==> src/rtl/assoc_pkg.sv <==
package assoc_pkg;
    typedef enum logic [2:0] {
        OP_IDLE     = 3'd0,
        OP_STORE    = 3'd1,
        OP_READ     = 3'd2,
        OP_SET_KEY  = 3'd3,
        OP_SET_MASK = 3'd4,
        OP_SEARCH   = 3'd5,
        OP_READ_HIT = 3'd6
    } op_e;
endpackage

==> src/rtl/assoc_store.sv <==
module assoc_store #(
    parameter int WORDS = 8,
    parameter int WIDTH = 16,
    localparam int IDX_W = $clog2(WORDS)
) (
    input  logic                        clk,
    input  logic                        rst_n,
    input  logic                        wr_en,
    input  logic [IDX_W-1:0]            wr_addr,
    input  logic [WIDTH-1:0]            wr_data,
    input  logic [IDX_W-1:0]            rd_addr,
    output logic [WIDTH-1:0]            rd_word,
    output logic [WORDS-1:0][WIDTH-1:0] words,
    output logic [WORDS-1:0]            occupied
);
    typedef struct packed {
        logic [WORDS-1:0][WIDTH-1:0] data;
        logic [WORDS-1:0]            occ;
    } store_t;

    store_t st_d, st_q;

    always_comb begin
        st_d = st_q;
        if (wr_en) begin
            st_d.data[wr_addr] = wr_data;
            st_d.occ[wr_addr]  = 1'b1;
        end
    end

    always_ff @(posedge clk or negedge rst_n) begin
        if (!rst_n) st_q <= '0;
        else        st_q <= st_d;
    end

    assign rd_word  = st_q.data[rd_addr];
    assign words    = st_q.data;
    assign occupied = st_q.occ;
endmodule

==> src/rtl/assoc_slice_cmp.sv <==
module assoc_slice_cmp #(
    parameter int WORDS = 8,
    parameter int WIDTH = 16
) (
    input  logic [WORDS-1:0][WIDTH-1:0] words,
    input  logic [WORDS-1:0]            occupied,
    input  logic [WIDTH-1:0]            key,
    input  logic [WIDTH-1:0]            col_en,
    output logic [WORDS-1:0]            raw_match
);
    for (genvar w = 0; w < WORDS; w++) begin : g_word
        logic [WIDTH-1:0] diff;
        assign diff         = (words[w] ^ key) & col_en;
        assign raw_match[w] = occupied[w] && (diff == '0);
    end
endmodule

==> src/rtl/assoc_first_hit.sv <==
module assoc_first_hit #(
    parameter int WORDS = 8,
    localparam int IDX_W = $clog2(WORDS)
) (
    input  logic [WORDS-1:0] vec,
    output logic             any,
    output logic [IDX_W-1:0] idx
);
    always_comb begin
        idx = '0;
        for (int i = WORDS - 1; i >= 0; i--) begin
            if (vec[i]) idx = IDX_W'(i);
        end
        any = |vec;
    end
endmodule

==> src/rtl/masked_assoc_array.sv <==
module masked_assoc_array
    import assoc_pkg::*;
#(
    parameter int WORDS = 8,
    parameter int WIDTH = 16,
    localparam int IDX_W = $clog2(WORDS)
) (
    input  logic             clk,
    input  logic             rst_n,
    input  logic             cmd_valid,
    input  logic [2:0]       cmd_op,
    input  logic             cmd_chain,
    input  logic [IDX_W-1:0] cmd_addr,
    input  logic [WIDTH-1:0] cmd_data,
    output logic             rd_valid,
    output logic [WIDTH-1:0] rd_data,
    output logic [WORDS-1:0] match_vec,
    output logic [WORDS-1:0] prev_vec,
    output logic             hit,
    output logic [IDX_W-1:0] hit_idx
);
    typedef struct packed {
        logic [WIDTH-1:0] key;
        logic [WIDTH-1:0] col_en;
        logic [WORDS-1:0] ind;
        logic [WORDS-1:0] tmp;
        logic             rdv;
        logic [WIDTH-1:0] rdd;
    } regs_t;

    localparam regs_t REGS_RST = '{key: '0, col_en: '1, ind: '0, tmp: '0, rdv: 1'b0, rdd: '0};

    regs_t r_d, r_q;
    op_e   op;

    logic [WORDS-1:0][WIDTH-1:0] words;
    logic [WORDS-1:0]            occupied;
    logic [WORDS-1:0]            raw_match;
    logic [WIDTH-1:0]            rd_word;
    logic [IDX_W-1:0]            rd_sel;
    logic                        first_any;
    logic [IDX_W-1:0]            first_idx;
    logic                        do_store;

    assign op       = op_e'(cmd_op);
    assign do_store = cmd_valid && (op == OP_STORE);
    assign rd_sel   = (op == OP_READ_HIT) ? first_idx : cmd_addr;

    assoc_store #(.WORDS(WORDS), .WIDTH(WIDTH)) u_store (
        .clk      (clk),
        .rst_n    (rst_n),
        .wr_en    (do_store),
        .wr_addr  (cmd_addr),
        .wr_data  (cmd_data),
        .rd_addr  (rd_sel),
        .rd_word  (rd_word),
        .words    (words),
        .occupied (occupied)
    );

    assoc_slice_cmp #(.WORDS(WORDS), .WIDTH(WIDTH)) u_cmp (
        .words     (words),
        .occupied  (occupied),
        .key       (r_q.key),
        .col_en    (r_q.col_en),
        .raw_match (raw_match)
    );

    assoc_first_hit #(.WORDS(WORDS)) u_first (
        .vec (r_q.ind),
        .any (first_any),
        .idx (first_idx)
    );

    always_comb begin
        r_d     = r_q;
        r_d.rdv = 1'b0;
        if (cmd_valid) begin
            unique case (op)
                OP_READ: begin
                    r_d.rdv = 1'b1;
                    r_d.rdd = rd_word;
                end
                OP_READ_HIT: begin
                    r_d.rdv = 1'b1;
                    r_d.rdd = first_any ? rd_word : '0;
                end
                OP_SET_KEY:  r_d.key    = cmd_data;
                OP_SET_MASK: r_d.col_en = cmd_data;
                OP_SEARCH: begin
                    r_d.tmp = r_q.ind;
                    r_d.ind = cmd_chain ? (raw_match & r_q.ind) : raw_match;
                end
                default: ;
            endcase
        end
    end

    always_ff @(posedge clk or negedge rst_n) begin
        if (!rst_n) r_q <= REGS_RST;
        else        r_q <= r_d;
    end

    assign rd_valid  = r_q.rdv;
    assign rd_data   = r_q.rdd;
    assign match_vec = r_q.ind;
    assign prev_vec  = r_q.tmp;
    assign hit       = first_any;
    assign hit_idx   = first_idx;
endmodule

==> config.mk <==
export PLATFORM = sky130hd
export DESIGN_NAME = masked_assoc_array
export DESIGN_NICKNAME = d
export VERILOG_FILES = /design/src/rtl/assoc_pkg.sv /design/src/rtl/assoc_store.sv /design/src/rtl/assoc_slice_cmp.sv /design/src/rtl/assoc_first_hit.sv /design/src/rtl/masked_assoc_array.sv
export SDC_FILE = /design/constraint.sdc
export NUM_CORES = 1
export LEC_CHECK = 0
export ABC_AREA = 1
export BUFFER_PORTS_ARGS = -buffer_cell sky130_fd_sc_hd__buf_2
export CORE_UTILIZATION = 35
export DETAILED_ROUTE_END_ITERATION = 8
export PLACE_DENSITY_LB_ADDON = 0.1
export RECOVER_POWER = 100
export SYNTH_ARGS = -nofsm -noshare
export SYNTH_HDL_FRONTEND = slang
export SYNTH_SLANG_ARGS = --single-unit
==> constraint.sdc <==
create_clock -name clk -period 2 [get_ports clk]
set_input_delay 0.1 -clock clk [delete_from_list [all_inputs] [get_ports clk]]
set_output_delay 0.1 -clock clk [all_outputs]
set_load 0.02 [all_outputs]
==> results.sh <==
export IMPL_fin_util=0.405
export IMPL_synth_top_area_frac=0.409
export IMPL_ctsHtreeMaxLevel=1
export IMPL_synthTopCellsByArea="dfrtp_1 (41%), nand2_1 (16%), nand3_1 (12%)"
export IMPL_antenna_found_initial=0
export IMPL_route_detailed_drc=0
export IMPL_min_period_ns=1.89
export IMPL_synth_seq_cells=201
export IMPL_stdcell_count=2042
export IMPL_rsz0062_at_grt="no"
export IMPL_crit_path_start_kind="flop"
export IMPL_worstSetupPathType="flop to flop"
export IMPL_p_sw_frac=0.367
export IMPL_yosysMostFrequentCell="nand2_1"
export IMPL_skew_ns=0.0138
export IMPL_grt_overflow_total=0
export IMPL_fmax_ghz=0.530
export IMPL_root_buffer="clkbuf_16"
export IMPL_rows=65
export IMPL_ios=63
export IMPL_fin_hold_ws_ns=-0.00217
export IMPL_slew_headroom=0.351
export IMPL_period_share=0.943
export IMPL_synth_area_leader_cell="dfrtp_1"
export IMPL_clk_path_buf_depth=3
export IMPL_firstDrtPassIters=5
export IMPL_ant_nets=0
export IMPL_grtUsageTotal=0.239
export IMPL_ir_worst_vdd_mv=0.543
export IMPL_drive_gt1_frac=0.0890
export IMPL_clk_pin_slew_worst_paths_ns=0.06
export IMPL_numClockSinks=201
export IMPL_cts_made_buffers=25
export IMPL_powerDensity_nw_per_um2=1090
export IMPL_finalSetupViolCount=0
export IMPL_p_int_mw=8.84
export IMPL_n_antenna_cell=0
export IMPL_final_hold_viol_count=3
export IMPL_die_w_um=182
export IMPL_status="finished, violations left"
export IMPL_vias_per_cell=5.17
export IMPL_yosysWarnings=0
export IMPL_clkLatencyLatePin_ns=0.54
export IMPL_ys_flop_type="dfrtp_1"
export IMPL_maxCapViolCount=0
export IMPL_power_total_mw=14.0
export IMPL_synth_cell_types=29
export IMPL_grtUsageMet1=0.360
export IMPL_start_util=0.357
export IMPL_p_switching_mw=5.13
export IMPL_routedWlPerCell_um=19.3
export IMPL_tightest_slew_ns=0.973
export IMPL_synth_edf_count=0
export IMPL_syn_to_final_growth_pct=13.4
export IMPL_cts_tree="built"
export IMPL_place_inst=1985
export IMPL_p_clk_frac=0.330
export IMPL_synthArstFlopShare=1.00
export IMPL_combPwrFrac=0.277
export IMPL_drt_initial_drc_count=971
export IMPL_setup_tns_ns=0
export IMPL_power_frac_seq=0.392
export IMPL_die_h_um=182
export IMPL_yosysSeqAreaShare=0.446
export IMPL_grt_pass1_wl_mm=60.4
export IMPL_ys_top_cells_by_count="nand2_1 (474), nand3_1 (273), o21ai_0 (209)"
export IMPL_nets=1648
export IMPL_use_met2=0.354
export IMPL_violations="hold timing"
export IMPL_synth_area_um2=11300
export IMPL_port_buffers=62
export IMPL_met3_usage=0.0357
export IMPL_cp_required_ns=2.43
export IMPL_first_global_vias=9855
export IMPL_report_final_slew_viol_count=0
export IMPL_core_area_um2=31700
export IMPL_hp_class="input port to flop"
export IMPL_grt_max_degree=65
export IMPL_cts_setup_buffers=0
export IMPL_via_count=10600
export IMPL_synthCells=1594
export IMPL_leakage_nw=6.16
export IMPL_wirelength_mm=39.3
export IMPL_gr_max_usage_layer="met1"
export IMPL_dp_hpwl_mm=26.3
export IMPL_dieArea_um2=33100
export IMPL_place_gp_congestion=0.876
export IMPL_endpoint_kind="flop"
export IMPL_synth_net_count=1620
export IMPL_arrival_ns=2.32
export IMPL_synth_avg_cell_area_um2=7.11
export IMPL_worstPathMaxFanout=16
==> cells by family (layout without fill, tap and decap cells) <==
logic type,after synthesis,count (layout),share of synthesized area
and+or+nand+nor,806,806,0.309
xor gates and xnor gates,1,1,0.000773
buffers and inverters,317,363,0.121
DFF,201,201,0.446
AOI/OAI and AO/OA,269,269,0.123
==> area by class of cell <==
type                    instances  area, um^2
clock buffers                  40         752
inverters                     193         729
repair buffers                125         806
well taps                     402         503
fillers                      3424       18900
flip-flops and latches        201        5050
multi-input cells            1076        4930
clock inverters                 5        77.6
==> cell usage in the layout, fill, tap and decap left out, drive strengths merged <==
cell type	instances
nand2	476
o21ai	211
o31ai	4
o32ai	1
dfrtp	185
nor3	6
a21oi	49
inv	192
a311oi	3
buf	57
nor2	13
nand4	31
xor2	1
nand3	273
or3	1
bufinv	2
clkinv	3
or2	1
dlygate4sd3	11
nand3b	4
nor4	1
clkinvlp	1
a221oi	1
clkbuf	97
dfstp	16
==> critical path, stage by stage (launching register included) <==
cell and delay [ns]:
dfrtp_1 0.63, a21oi_1 0.12, o21ai_1 0.18, nand4_1 0.17, nor2_1 0.20, nand4_1 0.22, o31ai_1 0.25
==> worst paths after layout <==
check / to / start / slack (ns) / cells after the start
setup / recovery: match_vec[4] / r_q[49] / 0.11 / 6
setup reg to reg: match_vec[4] / r_q[49] / 0.11 / 6
hold / removal: u_store.words[19] / cmd_data[3] / -0.002 / 3
hold reg to reg: u_store.occupied[1] / u_store.occupied[1] / 0.45 / 2
min in group asynchronous: u_store.words[54] / rst_n / 0.22 / 2
max in group asynchronous: rd_data[0] / rst_n / 0.48 / 3
==> metal layers <==
metal	up-vias	part of all wire
met2	306	0.42
met4	0	0.025
met5	-	0
li1	5212	-
met3	50	0.062
met1	4991	0.49
==> sequential cells by signal, summed over array words and instances (netlist names) <==
signal / count
rd_valid: 1
match_vec: 8
u_store.words: 128
rd_data: 16
r_q: 32
prev_vec: 8
u_store.occupied: 8
==> through the flow <==
step	setup slack (ns)	hold WS (ns)	cell area [um^2]
finish	0.114	-0.00217	12800
global route	0.00311	0.0325	12800
CTS	0.0439	0.0000343	12900
detailed placement	0.0643	0.0413	12000
global placement	0.0942	0.0400	12000
floorplan	0.439	-0.196	11300
==> power groups by stage <==
stage / logic [mW] / registers (mW) / clock network, mW
after floorplan: 2.91 / 5.14 / 0
after global placement: 3.89 / 5.51 / 0
after detailed placement: 3.91 / 5.51 / 0
after CTS: 3.94 / 5.45 / 4.71
after global routing: 4.36 / 5.57 / 4.87
final: 3.87 / 5.48 / 4.62
==> timing repair <==
action / 4_1_cts / 5_1_grt
endpoints found under the setup margin: 0 / 19
hold endpoints to repair: 255 / 0
hold buffers: 11 / 0
gates resized for setup: 0 / 9
No activity file was read; power rests on OpenSTA's default activity.
